**src/rtl/hs_pkg.sv**
```systemverilog
package hs_pkg;

    typedef struct packed {
        logic full;
        logic intr;
    } rx_flags_t;

    typedef struct packed {
        logic obf_n;
        logic intr;
    } tx_flags_t;

    localparam int EDGE_N   = 4;
    localparam int EDGE_RD  = 0;
    localparam int EDGE_WR  = 1;
    localparam int EDGE_STB = 2;
    localparam int EDGE_ACK = 3;

endpackage

```
**src/rtl/hs_edge.sv**
```systemverilog
module hs_edge #(
    parameter int N = 4
) (
    input  logic         clk,
    input  logic         rst_n,
    input  logic [N-1:0] lvl,
    output logic [N-1:0] fall,
    output logic [N-1:0] rise
);
    logic [N-1:0] prev_d, prev_q;

    always_comb begin
        prev_d = lvl;
    end

    always_ff @(posedge clk) begin
        if (!rst_n) prev_q <= '1;
        else        prev_q <= prev_d;
    end

    for (genvar i = 0; i < N; i++) begin : g_bit
        assign fall[i] =  prev_q[i] & ~lvl[i];
        assign rise[i] = ~prev_q[i] &  lvl[i];
    end
endmodule

```
**src/rtl/hs_rx_chan.sv**
```systemverilog
module hs_rx_chan
    import hs_pkg::*;
#(
    parameter int W = 8
) (
    input  logic         clk,
    input  logic         rst_n,
    input  logic         active,
    input  logic         ie,
    input  logic [W-1:0] pin_in,
    input  logic         stb_fall,
    input  logic         stb_rise,
    input  logic         rd_fall,
    input  logic         rd_rise,
    output logic [W-1:0] data,
    output logic         full,
    output logic         intr
);
    typedef struct packed {
        logic [W-1:0] data;
        rx_flags_t    f;
    } rx_state_t;

    rx_state_t st_d, st_q;

    always_comb begin
        st_d = st_q;
        if (!active) begin
            st_d.f.full = 1'b0;
            st_d.f.intr = 1'b0;
        end else begin
            if (stb_fall) begin
                st_d.data   = pin_in;
                st_d.f.full = 1'b1;
            end else if (rd_rise) begin
                st_d.f.full = 1'b0;
            end
            if (rd_fall || !ie)
                st_d.f.intr = 1'b0;
            else if (stb_rise && st_q.f.full)
                st_d.f.intr = 1'b1;
        end
    end

    always_ff @(posedge clk) begin
        if (!rst_n) st_q <= '0;
        else        st_q <= st_d;
    end

    assign data = st_q.data;
    assign full = st_q.f.full;
    assign intr = st_q.f.intr;
endmodule

```
**src/rtl/hs_tx_chan.sv**
```systemverilog
module hs_tx_chan
    import hs_pkg::*;
#(
    parameter int W = 8
) (
    input  logic         clk,
    input  logic         rst_n,
    input  logic         active,
    input  logic         ie,
    input  logic [W-1:0] wdata,
    input  logic         wr_rise,
    input  logic         ack_fall,
    input  logic         ack_rise,
    output logic [W-1:0] data,
    output logic         obf_n,
    output logic         intr
);
    typedef struct packed {
        logic [W-1:0] data;
        tx_flags_t    f;
    } tx_state_t;

    tx_state_t st_d, st_q;

    always_comb begin
        st_d = st_q;
        if (!active) begin
            st_d.f.obf_n = 1'b1;
            st_d.f.intr  = 1'b0;
        end else begin
            if (wr_rise) begin
                st_d.data    = wdata;
                st_d.f.obf_n = 1'b0;
            end else if (ack_fall) begin
                st_d.f.obf_n = 1'b1;
            end
            if (wr_rise || !ie)
                st_d.f.intr = 1'b0;
            else if (ack_rise && st_q.f.obf_n)
                st_d.f.intr = 1'b1;
        end
    end

    always_ff @(posedge clk) begin
        if (!rst_n) begin
            st_q         <= '0;
            st_q.f.obf_n <= 1'b1;
        end else begin
            st_q <= st_d;
        end
    end

    assign data  = st_q.data;
    assign obf_n = st_q.f.obf_n;
    assign intr  = st_q.f.intr;
endmodule

```
**src/rtl/hs_port_chan.sv**
```systemverilog
module hs_port_chan
    import hs_pkg::*;
#(
    parameter int W = 8
) (
    input  logic         clk,
    input  logic         rst_n,
    input  logic         dir_out,
    input  logic         ie_we,
    input  logic         ie_val,
    input  logic         rd_n,
    input  logic         wr_n,
    input  logic [W-1:0] cpu_wdata,
    output logic [W-1:0] cpu_rdata,
    input  logic [W-1:0] pin_in,
    input  logic         stb_n,
    input  logic         ack_n,
    output logic [W-1:0] pin_out,
    output logic         pin_oe,
    output logic         ibf,
    output logic         obf_n,
    output logic         intr
);
    logic [EDGE_N-1:0] lvl, fall, rise;
    logic              ie_d, ie_q;
    logic              rx_intr, tx_intr;

    always_comb begin
        lvl           = '1;
        lvl[EDGE_RD]  = rd_n;
        lvl[EDGE_WR]  = wr_n;
        lvl[EDGE_STB] = stb_n;
        lvl[EDGE_ACK] = ack_n;
    end

    hs_edge #(.N(EDGE_N)) u_edge (
        .clk  (clk),
        .rst_n(rst_n),
        .lvl  (lvl),
        .fall (fall),
        .rise (rise)
    );

    always_comb begin
        ie_d = ie_q;
        if (ie_we) ie_d = ie_val;
    end

    always_ff @(posedge clk) begin
        if (!rst_n) ie_q <= 1'b0;
        else        ie_q <= ie_d;
    end

    hs_rx_chan #(.W(W)) u_rx (
        .clk     (clk),
        .rst_n   (rst_n),
        .active  (!dir_out),
        .ie      (ie_q),
        .pin_in  (pin_in),
        .stb_fall(fall[EDGE_STB]),
        .stb_rise(rise[EDGE_STB]),
        .rd_fall (fall[EDGE_RD]),
        .rd_rise (rise[EDGE_RD]),
        .data    (cpu_rdata),
        .full    (ibf),
        .intr    (rx_intr)
    );

    hs_tx_chan #(.W(W)) u_tx (
        .clk     (clk),
        .rst_n   (rst_n),
        .active  (dir_out),
        .ie      (ie_q),
        .wdata   (cpu_wdata),
        .wr_rise (rise[EDGE_WR]),
        .ack_fall(fall[EDGE_ACK]),
        .ack_rise(rise[EDGE_ACK]),
        .data    (pin_out),
        .obf_n   (obf_n),
        .intr    (tx_intr)
    );

    assign intr   = (rx_intr | tx_intr) & ie_q;
    assign pin_oe = dir_out;
endmodule

```
**config.mk**
```make
export PLATFORM = sky130hd
export DESIGN_NAME = hs_port_chan
export DESIGN_NICKNAME = d
export VERILOG_FILES = /design/src/rtl/hs_pkg.sv /design/src/rtl/hs_edge.sv /design/src/rtl/hs_rx_chan.sv /design/src/rtl/hs_tx_chan.sv /design/src/rtl/hs_port_chan.sv
export SDC_FILE = /design/constraint.sdc
export NUM_CORES = 1
export LEC_CHECK = 0
export ABC_CLOCK_PERIOD_IN_PS = 1100
export CORE_MARGIN = 1
export CORE_UTILIZATION = 35
export CTS_CLUSTER_DIAMETER = 30
export DETAILED_ROUTE_END_ITERATION = 16
export GPL_TIMING_DRIVEN = 1
export PLACE_DENSITY = 0.73
export SYNTH_ARGS = -nofsm -noshare
export SYNTH_HDL_FRONTEND = slang
export SYNTH_SLANG_ARGS = --single-unit
export TNS_END_PERCENT = 100
```
**constraint.sdc**
```tcl
create_clock -name clk -period 1.1 [get_ports clk]
set_clock_uncertainty 0.2 [all_clocks]
set_input_delay 0.165 -clock clk [delete_from_list [all_inputs] [get_ports clk]]
set_output_delay 0.165 -clock clk [all_outputs]
set_load 0.05 [all_outputs]
```
==> results of run 1 <==
## power by group through the flow
stage	Sequential, W	Clock [W]	Combinational [W]
after floorplan	0.00105	0	0.0000915
after global placement	0.000988	0	0.000379
after detailed placement	0.000990	0	0.000386
after CTS	0.000973	0.000431	0.000418
after global routing	0.000974	0.000476	0.000456
final	0.000970	0.000413	0.000435
## worst register-to-register path: stages (launching register included)
cell and delay [ns]:
sky130_fd_sc_hd__dfxtp_2 0.34, sky130_fd_sc_hd__and3b_2 0.30, sky130_fd_sc_hd__buf_12 0.16, sky130_fd_sc_hd__nand3_2 0.07, sky130_fd_sc_hd__o21ai_1 0.09
## state kept, by name, summed over array words and instances (netlist names)
name           cells
u_rx.data          8
u_tx.data          8
u_edge.prev_q      4
ie_q               1
u_rx.full          1
u_rx.intr          1
u_tx.intr          1
u_tx.obf_n         1
## final timing paths
check / start / end / slack [ns] / depth (start not counted)
max: u_tx.intr$_SDFFE_PP0P_ / intr / -0.30 / 2
min: dir_out / u_rx.intr$_SDFFE_PP0P_ / 0.02 / 2
max reg2reg: u_edge.prev_q[1]$_SDFF_PN1_ / u_tx.data[0]$_SDFFE_PN0P_ / -0.12 / 4
min reg2reg: u_edge.prev_q[0]$_SDFF_PN1_ / u_rx.intr$_SDFFE_PP0P_ / 0.27 / 1
## stage by stage
step           setup slack (ns)  hold slack [ns]  cells  area [µm²]
2_1_floorplan           -0.0396           0.0368    107         966
3_3_place_gp             -0.442            0.240    180        1660
3_5_place_dp             -0.543            0.256    180        1660
4_1_cts                  -0.303          0.00638    191        1850
5_1_grt                  -0.325         -0.00816    192        1910
6_report                 -0.299           0.0158    192        1910
## area by class of cell
cell class,count,area (µm²),area share
well taps,30,37.5,0.0196
inverters,3,11.3,0.00589
clock inverters,1,7.51,0.00393
multi-input cells,71,483,0.253
flip-flops and latches,25,533,0.279
repair buffers,59,817,0.427
clock buffers,3,22.5,0.0118
## timing repair
item / 4_1_cts / 5_1_grt
hold endpoints to repair: 0 / 1
endpoints found under the setup margin: 36 / 38
cloned: 1 / 0
buffers inserted: 6 / 1
pin swaps: 9 / 2
resized for setup: 37 / 14
## cell usage in the layout (no fill, tap or decap), types with 2 or more instances in the layout
| cell | netlist | layout |
|---|---|---|
| sky130_fd_sc_hd__buf_12 | 0 | 22 |
| sky130_fd_sc_hd__nand2_1 | 18 | 18 |
| sky130_fd_sc_hd__nor2b_1 | 2 | 2 |
| sky130_fd_sc_hd__inv_1 | 3 | 3 |
| sky130_fd_sc_hd__buf_6 | 1 | 2 |
| sky130_fd_sc_hd__nand2b_1 | 6 | 6 |
| sky130_fd_sc_hd__nand3_1 | 17 | 4 |
| sky130_fd_sc_hd__a31oi_1 | 2 | 2 |
| sky130_fd_sc_hd__o21ai_2 | 0 | 5 |
| sky130_fd_sc_hd__dfxtp_4 | 0 | 2 |
| sky130_fd_sc_hd__clkdlybuf4s50_1 | 0 | 22 |
| sky130_fd_sc_hd__clkbuf_4 | 0 | 3 |
| sky130_fd_sc_hd__dfxtp_1 | 25 | 3 |
| sky130_fd_sc_hd__o21ai_1 | 2 | 12 |
| sky130_fd_sc_hd__nand3_4 | 0 | 3 |
| sky130_fd_sc_hd__nand3_2 | 0 | 10 |
| sky130_fd_sc_hd__buf_4 | 3 | 9 |
| sky130_fd_sc_hd__dfxtp_2 | 0 | 20 |
## metal layers
metal,vias to the layer above,global-route usage,wire (µm)
li1,473,-,-
met1,442,0.190,1020
met2,22,0.329,1520
met3,2,0.0508,162
met4,0,0.0513,10
met5,-,0,0
## logic make-up after synthesis
logic type / share of synthesized area
compound gates: 0.131
buf+inv: 0.0766
flops: 0.528
mux: 0.0106
simple gates: 0.254
==> summary.log, run 1 <==
[logic_synthesis] syn_area_per_cell 8.85 µm²
[sta] slew of the pin with the lowest slew margin 0.308 ns
[power_and_ir_drop] proportion of total power due to net switching 0.278
[critical_path] highest net fanout along the worst path 2
[power_and_ir_drop] sequential fraction of design power 0.534
[critical_path] classification of the worst setup path reg -> out
[power_and_ir_drop] leakage dissipation 0.729 nW
[finish] number of filler cells placed in the layout 175
[hold_path] Hold/Removal Path Class in -> reg
[global_route] number of antenna violations at the first check in global routing 0
[logic_synthesis] synth cell count leaders sky130_fd_sc_hd__dfxtp_1 (25), sky130_fd_sc_hd__nand2_1 (18), sky130_fd_sc_hd__nand3_1 (17), sky130_fd_sc_hd__o21ai_0 (16), sky130_fd_sc_hd__nand2b_1 (6)
[clocking] maximum buffer depth of the clock tree 2
[clocking] register clock-pin slew on the reported worst setup and hold paths 0.13 ns
[critical_path] Setup crit end kind output pin
[clocking] TritonCTS clock tree yes
[drt] number of search-and-repair iterations in the first detailed-routing pass 4
[finish] share of post-route cells with drive strength above 1 0.512
[sta] achievable clock frequency 715 MHz
[logic_synthesis] most used flip-flop cell after synthesis sky130_fd_sc_hd__dfxtp_1
[critical_path] type of origin of the critical path flip-flop
[status] violated checks setup timing
[clocking] clock buffer count from CTS 3
[logic_synthesis] number of flops mapped to enable cells by yosys 0
[sta] worst slew margin relative to its limit 0.789
[floorplanning] number of cell rows 18
[power_and_ir_drop] Overall Power 0.00182 W
[placement] Detailed Place HPWL 1820 µm
[power_and_ir_drop] part of the power in combinational logic 0.239
[drt] average wire length per cell after detail routing 14.1 µm
[global_route] Global Route Usage Sum 0.177
[logic_synthesis] #FFs+latches synth 25
[clocking] number of hold buffers added after cts 0
[placement] PortBufs 44
[critical_path] worst endpoint data arrival time 1.03 ns
[placement] GPL Wtd Cong 0.775
[global_route] vias in the first global route 882
[drt] total routed wirelength 2710 µm
[power_and_ir_drop] power density over the cells 951 nW/µm²
[drt] final routed DRC violation total 0
[critical_path] slowest cell delay on critical path 0.35 ns
[critical_path] library cell contributing the largest single delay on the critical path sky130_fd_sc_hd__dfxtp_1
[sta] Final Hold Violating Endpoints 0
[sta] final critical path time including I/O delays and setup 1.40 ns
[clocking] number of H-tree branching levels 1
[logic_synthesis] library cells used by synthesis 22
[power_and_ir_drop] internal power 0.00131 W
[floorplanning] Chip Width 54.0 µm
[critical_path] family with the most delay on the worst path flip-flops
[critical_path] required arrival time at the worst endpoint 0.73 ns
[clocking] count of clock tree sinks 25
[power_and_ir_drop] reported net switching power 0.000505 W
[logic_synthesis] library cell occupying the most area in the post-synthesis netlist sky130_fd_sc_hd__dfxtp_1
[logic_synthesis] FFs w/ async S/R, synth 0
[floorplanning] area of the placeable core 2520 µm²
[finish] Antenna Cells 0
[critical_path] cell-by-cell trace of the critical path o21a_2 -> buf_12
[run] # Max-Cap Violations 0
[logic_synthesis] Cell Area, Synth 947 µm²
[finish] fraction of the core area covered by cells at the end of the flow 0.758
[global_route] grt ovf 0
[sta] Final Worst Setup Slack -0.299 ns
[drt] number of DRC markers in iteration 0 15
[critical_path] Critical path buffers and inverters 1
[clocking] CTS root buffer sky130_fd_sc_hd__clkbuf_4
[logic_synthesis] number of nets in the synthesized netlist 132
[logic_synthesis] area fraction of the dominant cell type after synthesis 0.528
[global_route] global-route wire length before repair 3640 µm
[finish] Area growth, synth to finish 102%
[drt] routed via count 939
[logic_synthesis] top area cells in the synthesized netlist sky130_fd_sc_hd__dfxtp_1 (53%), sky130_fd_sc_hd__nand3_1 (9.0%), sky130_fd_sc_hd__o21ai_0 (8.5%)
[sta] total negative setup slack -3.33 ns
[clocking] Worst-Skew Late Latency 0.31 ns
[sta] final period utilization 1.27
[power_and_ir_drop] proportion of power drawn by the clock network 0.227
[sta] Setup violations, final 36
[logic_synthesis] dominant cell by count in the synthesized netlist sky130_fd_sc_hd__dfxtp_1
[sta] max-slew violation count 0
[status] result of the run complete, but fails checks
[drt] count of antenna-violating nets left after detailed routing 0
[logic_synthesis] share of the yosys chip area belonging to registers 0.528
[floorplanning] io pins 45
[logic_synthesis] Gate Count Post-Synth 107
[floorplanning] die height 54.0 µm
[logic_synthesis] Yosys warning total 0
[global_route] maximum number of pins on one net before global-route repair 17
[drt] via density per instance 4.89
[power_and_ir_drop] Max rail drop VDD 0.898 mV
[floorplanning] initial cell density of the core 0.375
[floorplanning] Die Footprint 2920 µm²
[finish] final-stage net count 188
[sta] unrepaired setup endpoints after global routing true
(Power assumes the default switching activity.)
==> run 2, diff against run 1 <==
--- a/config.mk
+++ b/config.mk
@@ -6,7 +6,6 @@
 export NUM_CORES = 1
 export LEC_CHECK = 0
 export ABC_CLOCK_PERIOD_IN_PS = 1100
-export CORE_MARGIN = 1
 export CORE_UTILIZATION = 35
 export CTS_CLUSTER_DIAMETER = 30
 export DETAILED_ROUTE_END_ITERATION = 16
==> results of run 2 <==
No change in the layout: final DEF, timing and power equal those of run 1.
